===== config.mk =====
export PLATFORM = sky130hd
export DESIGN_NAME = gfx_cmd_decoder
export DESIGN_NICKNAME = d
export VERILOG_FILES = /design/src/rtl/gfx_cmd_pkg.sv /design/src/rtl/gfx_pin_decode.sv /design/src/rtl/gfx_bank_track.sv /design/src/rtl/gfx_sreg_fsm.sv /design/src/rtl/gfx_cmd_decoder.sv
export SDC_FILE = /design/constraint.sdc
export NUM_CORES = 1
export LEC_CHECK = 0
export BUFFER_PORTS_ARGS = -buffer_cell sky130_fd_sc_hd__buf_4
export CORE_ASPECT_RATIO = 2
export CORE_MARGIN = 8
export CORE_UTILIZATION = 54
export CTS_BUF_LIST = sky130_fd_sc_hd__clkbuf_4 sky130_fd_sc_hd__clkbuf_8
export CTS_CLUSTER_DIAMETER = 150
export DETAILED_ROUTE_END_ITERATION = 8
export GPL_TIMING_DRIVEN = 0
export PLACE_DENSITY_LB_ADDON = 0.08
export SETUP_SLACK_MARGIN = 0.4
export SLEW_MARGIN = 40
export SYNTH_ARGS = -nofsm -noshare
export SYNTH_HDL_FRONTEND = slang
export SYNTH_SLANG_ARGS = --single-unit

===== constraint.sdc =====
create_clock -name clk -period 4.8 [get_ports clk]
set_clock_uncertainty 0.05 [all_clocks]
set_input_delay 0.24 -clock clk [delete_from_list [all_inputs] [get_ports clk]]
set_output_delay 0.24 -clock clk [all_outputs]
set_load 0.02 [all_outputs]

===== src/rtl/gfx_cmd_pkg.sv =====
package gfx_cmd_pkg;

    localparam int OP_N = 12;

    typedef enum logic [3:0] {
        OP_NOP     = 4'd0,
        OP_ACT     = 4'd1,
        OP_ACT_WPB = 4'd2,
        OP_RD      = 4'd3,
        OP_WR      = 4'd4,
        OP_BLKWR   = 4'd5,
        OP_BST     = 4'd6,
        OP_PRE     = 4'd7,
        OP_REF     = 4'd8,
        OP_MRS     = 4'd9,
        OP_SMRS    = 4'd10,
        OP_REJ     = 4'd11
    } op_e;

    typedef enum logic [1:0] {
        ST_READY      = 2'd0,
        ST_MASK_FIRST = 2'd1,
        ST_MASK_ONLY  = 2'd2,
        ST_COLOR_LAST = 2'd3
    } sreg_st_e;

endpackage


===== src/rtl/gfx_pin_decode.sv =====
module gfx_pin_decode
    import gfx_cmd_pkg::*;
(
    input  logic cs_n,
    input  logic ras_n,
    input  logic cas_n,
    input  logic we_n,
    input  logic cmd_sel,
    output op_e  raw_op
);

    // Pure strobe decode; graphics variants chosen by cmd_sel.
    always_comb begin
        raw_op = OP_NOP;
        if (!cs_n) begin
            unique case ({ras_n, cas_n, we_n})
                3'b111:  raw_op = OP_NOP;
                3'b011:  raw_op = cmd_sel ? OP_ACT_WPB : OP_ACT;
                3'b101:  raw_op = OP_RD;
                3'b100:  raw_op = cmd_sel ? OP_BLKWR : OP_WR;
                3'b110:  raw_op = OP_BST;
                3'b010:  raw_op = OP_PRE;
                3'b001:  raw_op = OP_REF;
                3'b000:  raw_op = cmd_sel ? OP_SMRS : OP_MRS;
                default: raw_op = OP_NOP;
            endcase
        end
    end

endmodule


===== src/rtl/gfx_bank_track.sv =====
module gfx_bank_track
    import gfx_cmd_pkg::*;
#(
    parameter int NUM_BANKS = 2,
    localparam int BANK_W = (NUM_BANKS > 1) ? $clog2(NUM_BANKS) : 1
) (
    input  logic                 clk,
    input  logic                 rst_n,
    input  op_e                  acc_op,
    input  logic [BANK_W-1:0]    ba,
    input  logic                 pre_all,
    output logic [NUM_BANKS-1:0] bank_open
);

    // One open flag per bank, driven only by accepted commands.
    for (genvar g = 0; g < NUM_BANKS; g++) begin : g_bank
        logic hit;
        assign hit = (ba == BANK_W'(g));

        always_ff @(posedge clk or negedge rst_n) begin
            if (!rst_n) begin
                bank_open[g] <= 1'b0;
            end else if ((acc_op == OP_ACT || acc_op == OP_ACT_WPB) && hit) begin
                bank_open[g] <= 1'b1;
            end else if (acc_op == OP_PRE && (pre_all || hit)) begin
                bank_open[g] <= 1'b0;
            end
        end
    end

endmodule


===== src/rtl/gfx_sreg_fsm.sv =====
module gfx_sreg_fsm
    import gfx_cmd_pkg::*;
#(
    parameter int DQ_W = 32
) (
    input  logic            clk,
    input  logic            rst_n,
    input  logic            smrs_go,
    input  logic            want_color,
    input  logic            want_mask,
    input  logic [DQ_W-1:0] dq,
    output sreg_st_e        st,
    output logic            loading,
    output logic [DQ_W-1:0] color_reg,
    output logic [DQ_W-1:0] mask_reg
);

    sreg_st_e st_nx;

    // State register
    always_ff @(posedge clk or negedge rst_n) begin
        if (!rst_n) begin
            st <= ST_READY;
        end else begin
            st <= st_nx;
        end
    end

    // Transitions
    always_comb begin
        st_nx = st;
        unique case (st)
            ST_READY: begin
                if (smrs_go) begin
                    if (want_mask && want_color) begin
                        st_nx = ST_MASK_FIRST;
                    end else if (want_mask) begin
                        st_nx = ST_MASK_ONLY;
                    end else if (want_color) begin
                        st_nx = ST_COLOR_LAST;
                    end
                end
            end
            ST_MASK_FIRST: st_nx = ST_COLOR_LAST;
            ST_MASK_ONLY:  st_nx = ST_READY;
            ST_COLOR_LAST: st_nx = ST_READY;
            default:       st_nx = ST_READY;
        endcase
    end

    assign loading = (st != ST_READY);

    // Register captures on the data cycles
    always_ff @(posedge clk or negedge rst_n) begin
        if (!rst_n) begin
            color_reg <= '0;
            mask_reg  <= '0;
        end else begin
            if (st == ST_MASK_FIRST || st == ST_MASK_ONLY) begin
                mask_reg <= dq;
            end
            if (st == ST_COLOR_LAST) begin
                color_reg <= dq;
            end
        end
    end

endmodule


===== src/rtl/gfx_cmd_decoder.sv =====
module gfx_cmd_decoder
    import gfx_cmd_pkg::*;
#(
    parameter int DQ_W      = 32,
    parameter int ADDR_W    = 11,
    parameter int NUM_BANKS = 2,
    parameter int COLOR_BIT = 5,
    parameter int MASK_BIT  = 6,
    parameter int AP_BIT    = 9,
    localparam int BANK_W = (NUM_BANKS > 1) ? $clog2(NUM_BANKS) : 1
) (
    input  logic              clk,
    input  logic              rst_n,
    input  logic              cs_n,
    input  logic              ras_n,
    input  logic              cas_n,
    input  logic              we_n,
    input  logic              cmd_sel,
    input  logic [BANK_W-1:0] ba,
    input  logic [ADDR_W-1:0] addr,
    input  logic [DQ_W-1:0]   dq,
    output logic [OP_N-1:0]   op,
    output logic [DQ_W-1:0]   color_reg,
    output logic [DQ_W-1:0]   mask_reg
);

    op_e                  raw_op;
    op_e                  acc_op;
    sreg_st_e             st;
    logic                 loading;
    logic [NUM_BANKS-1:0] bank_open;
    logic                 any_open;
    logic                 tgt_open;
    logic                 addr_unused;

    assign addr_unused = ^addr;

    gfx_pin_decode u_dec (
        .cs_n    (cs_n),
        .ras_n   (ras_n),
        .cas_n   (cas_n),
        .we_n    (we_n),
        .cmd_sel (cmd_sel),
        .raw_op  (raw_op)
    );

    assign any_open = |bank_open;
    assign tgt_open = bank_open[ba];

    // Acceptance gate: load window, then bank-state rules
    always_comb begin
        acc_op = raw_op;
        if (loading) begin
            acc_op = (raw_op == OP_NOP) ? OP_NOP : OP_REJ;
        end else begin
            unique case (raw_op)
                OP_ACT, OP_ACT_WPB:        if (tgt_open)  acc_op = OP_REJ;
                OP_RD, OP_WR, OP_BLKWR:    if (!tgt_open) acc_op = OP_REJ;
                OP_REF, OP_MRS, OP_SMRS:   if (any_open)  acc_op = OP_REJ;
                default:                   acc_op = raw_op;
            endcase
        end
    end

    gfx_bank_track #(
        .NUM_BANKS (NUM_BANKS)
    ) u_banks (
        .clk       (clk),
        .rst_n     (rst_n),
        .acc_op    (acc_op),
        .ba        (ba),
        .pre_all   (addr[AP_BIT]),
        .bank_open (bank_open)
    );

    gfx_sreg_fsm #(
        .DQ_W (DQ_W)
    ) u_sreg (
        .clk        (clk),
        .rst_n      (rst_n),
        .smrs_go    (acc_op == OP_SMRS),
        .want_color (addr[COLOR_BIT]),
        .want_mask  (addr[MASK_BIT]),
        .dq         (dq),
        .st         (st),
        .loading    (loading),
        .color_reg  (color_reg),
        .mask_reg   (mask_reg)
    );

    // Registered one-hot operation output
    always_ff @(posedge clk or negedge rst_n) begin
        if (!rst_n) begin
            op <= OP_N'(1);
        end else begin
            op <= OP_N'(1) << acc_op;
        end
    end

endmodule


==> flow_metrics.tcl <==
set metrics [dict create \
    status "completed" \
    cp_slowest_cell "a2111oi_4" \
    cts_tree "yes" \
    synth.largest_area_cell "dfrtp_1" \
    synthArstFlopShare_pct 100 \
    die_area_um2 9040 \
    max_freq_mhz 376 \
    rr_startpoint "u_sreg.st[0]" \
    seq_area_frac_synth_pct 60.5 \
    drive_gt1_share_pct 56.3 \
    yosys_warnings 0 \
    globalRoute.totalOverflow 0 \
    cp_num_buf_inv 2 \
    sequentialPowerShare_pct 33.3 \
    antenna_found_initial 0 \
    ys_types 38 \
    p_per_area_nw_per_um2 773 \
    critical_path.max_fanout 9 \
    clk_pin_slew_ps 80 \
    dr_wl_met3_um 582 \
    gp_congestion 0.824 \
    cellLeakagePower_nw 2.11 \
    port_buffers 118 \
    wire_per_inst_um 19.4 \
    synth_cells 233 \
    pwr-share-clk_pct 15.4 \
    post_dp_cell_area_um2 4280 \
    die_h_um 127 \
    syn_to_final_growth_pct 36.2 \
    ant_nets 0 \
    worst_path_largest_cell_delay_ps 570 \
    setup_tns_ps 0 \
    grt_max_degree 81 \
    cts.sinks 80 \
    postCtsSetupBuffers 0 \
    cts_buffers 9 \
    drc_errors 0 \
    synth_edf_count 0 \
    worstSkewPairLatency_ps 350 \
    placementRows 40 \
    switchingPower_mw 1.32 \
    tightest_slew_ps 714 \
    max_slew_margin_pct 52.4 \
    cp_cell_sequence "inv_1 -> ha_1 -> clkbuf_1 -> nand2b_1 -> a2111oi_4 -> o221ai_1 -> a21boi_1 -> o31ai_1" \
    ir_drop_v 0.000369 \
    min_period_over_period_pct 55.4 \
    rsz0062_at_grt "false" \
    cp_num_cells 8 \
    synth_top_area_share_pct 59.7 \
    required_ps 5000 \
    clockRootBuffer "clkbuf_8" \
    h-tree-depth 3 \
    whs_ps 78.1 \
    clk_path_buf_depth 2 \
    crit_family "compound AO/OA/AOI/OAI gates" \
    hp-class "in -> reg" \
    layout_min_cycle_time_ps 2660 \
    drt_iter0_drc 107 \
    grt.total_usage_pct 19.5 \
    switching_share_pct 37.7 \
    cp-startpoint "u_sreg.st[0]" \
    yosys-top-cells-count "dfrtp_1, mux2_2, nor2_1" \
    fillCellCount 429 \
    grt_pass1_wl_mm 13.5 \
    via_per_inst 5.43 \
    endpoint_kind "flip-flop" \
    cap_violations 0 \
    start_util_pct 55.6 \
    die_x_um 71.4 \
    yosysMostFrequentCell "dfrtp_1" \
    total_power_mw 3.48 \
    fin_nets 418 \
    ys_ff_latch 80 \
    combPwrFrac_pct 51.3 \
    crit_end "u_banks.bank_open[0]" \
    core_area_um2 5960 \
    r2r_setup_slack_ps 2140 \
    grt_pass1_vias 2602 \
    final_area_um2 4510 \
    timing.hold.worst_path_depth 2 \
    start_kind "flip-flop" \
    synth_area_leaders "dfrtp_1, mux2_2, nor2_1" \
    dp_hpwl_mm 6.39 \
    syn_area_um2 3310 \
    reg2reg_depth 8 \
    setup_viol 0 \
    p_int_mw 2.17 \
    drtPass1Iterations 4 \
    syn_nets 288 \
    slew_violations 0 \
    wl_met1_mm 2.85 \
    routed_wl_mm 8.36 \
    regArea_um2 2000 \
    rr_endpoint "u_banks.bank_open[0]" \
    crit_arrival_ps 2860 \
    top_layer "met4" \
    wl_met2_mm 4.59 \
    multi_input_area_um2 1240 \
    diodes 0 \
    synthFlopType "dfrtp_1" \
    vias 2341 \
    finalHoldViolations 0 \
    num_io_pins 127 \
    path_class "reg -> reg" \
    avgSynthCellArea_um2 14.2 \
]
kinds of logic after synthesis:
family,synth area share [%]
AOI/OAI and AO/OA,7.29
and+or+nand+nor,5.40
adders and majority gates,1.51
muxes,23.4
DFF,60.5
buffers and inverters,1.89
layer usage:
metal  global-route usage, %  vias up
li1                        -     1088
met1                    18.2     1139
met2                    35.0       91
met3                    6.87       23
met4                    11.2        0
met5                       0        -
cell type report:
| class | instances | area share [%] |
|---|---|---|
| plain buffers | 13 | 1.14 |
| clock buffers | 10 | 3.05 |
| clock inverters | 6 | 1.83 |
| inverters | 3 | 0.250 |
| multi-input cells | 137 | 27.6 |
| flip-flops and latches | 80 | 44.4 |
| well taps | 63 | 1.75 |
| repair buffers | 119 | 20.0 |
worst min-delay path by stage:
stage,endpoint,startpoint,slack [ps]
after floorplan,op[10],rst_n,-110
after global placement,u_sreg.color_reg[2],rst_n,400
after detailed placement,u_sreg.color_reg[2],rst_n,280
after CTS,u_sreg.mask_reg[16],dq[16],60
after global routing,u_sreg.mask_reg[22],dq[22],60
final,u_sreg.mask_reg[26],dq[26],80
power groups by stage:
stage                     registers (mW)  logic (mW)  clock network [mW]
after floorplan                     1.51       0.745                   0
after global placement              1.16        1.78                   0
after detailed placement            1.18        1.81                   0
after CTS                           1.16        1.82               0.552
after global routing                1.20        1.91               0.575
final                               1.16        1.79               0.536
repair_timing:
item / in CTS / in global routing
setup endpoints to repair: 0 / 0
hold buffers: 1 / 0
hold endpoints to repair: 79 / 0
gates resized for setup: 0 / 0
metrics by stage:
| step | std cells | setup slack, ps | util [%] |
|---|---|---|---|
| 6_report | 431 | 2140 | 75.7 |
| 5_1_grt | 431 | 1960 | 75.7 |
| 4_1_cts | 431 | 2180 | 75.7 |
| 3_5_place_dp | 414 | 2230 | 71.8 |
| 3_3_place_gp | 414 | 2270 | 71.8 |
| 2_1_floorplan | 233 | 2550 | - |
cells in the final DEF (no fill, tap or decap), types with 2 or more instances in the layout:
| cell | count |
|---|---|
| buf_4 | 117 |
| dfrtp_1 | 79 |
| mux2_2 | 64 |
| nor2_1 | 20 |
| clkbuf_8 | 10 |
| buf_1 | 7 |
| nand2_1 | 6 |
| nor3_1 | 5 |
| clkbuf_1 | 4 |
| o21ai_1 | 4 |
| ha_1 | 4 |
| inv_1 | 3 |
| nand2b_1 | 3 |
| nor2b_1 | 3 |
| o31ai_1 | 3 |
| clkinv_2 | 3 |
| buf_2 | 2 |
| mux2_4 | 2 |
| a31oi_1 | 2 |
| bufinv_16 | 2 |
worst reg2reg max path, cell delays in order, from the launching register on:
cell	delay [ps]
dfrtp_1	410
inv_1	110
ha_1	150
clkbuf_1	390
nand2b_1	200
a2111oi_4	570
o221ai_1	270
a21boi_1	210
o31ai_1	200
No activity file was read; power rests on OpenSTA's default activity.
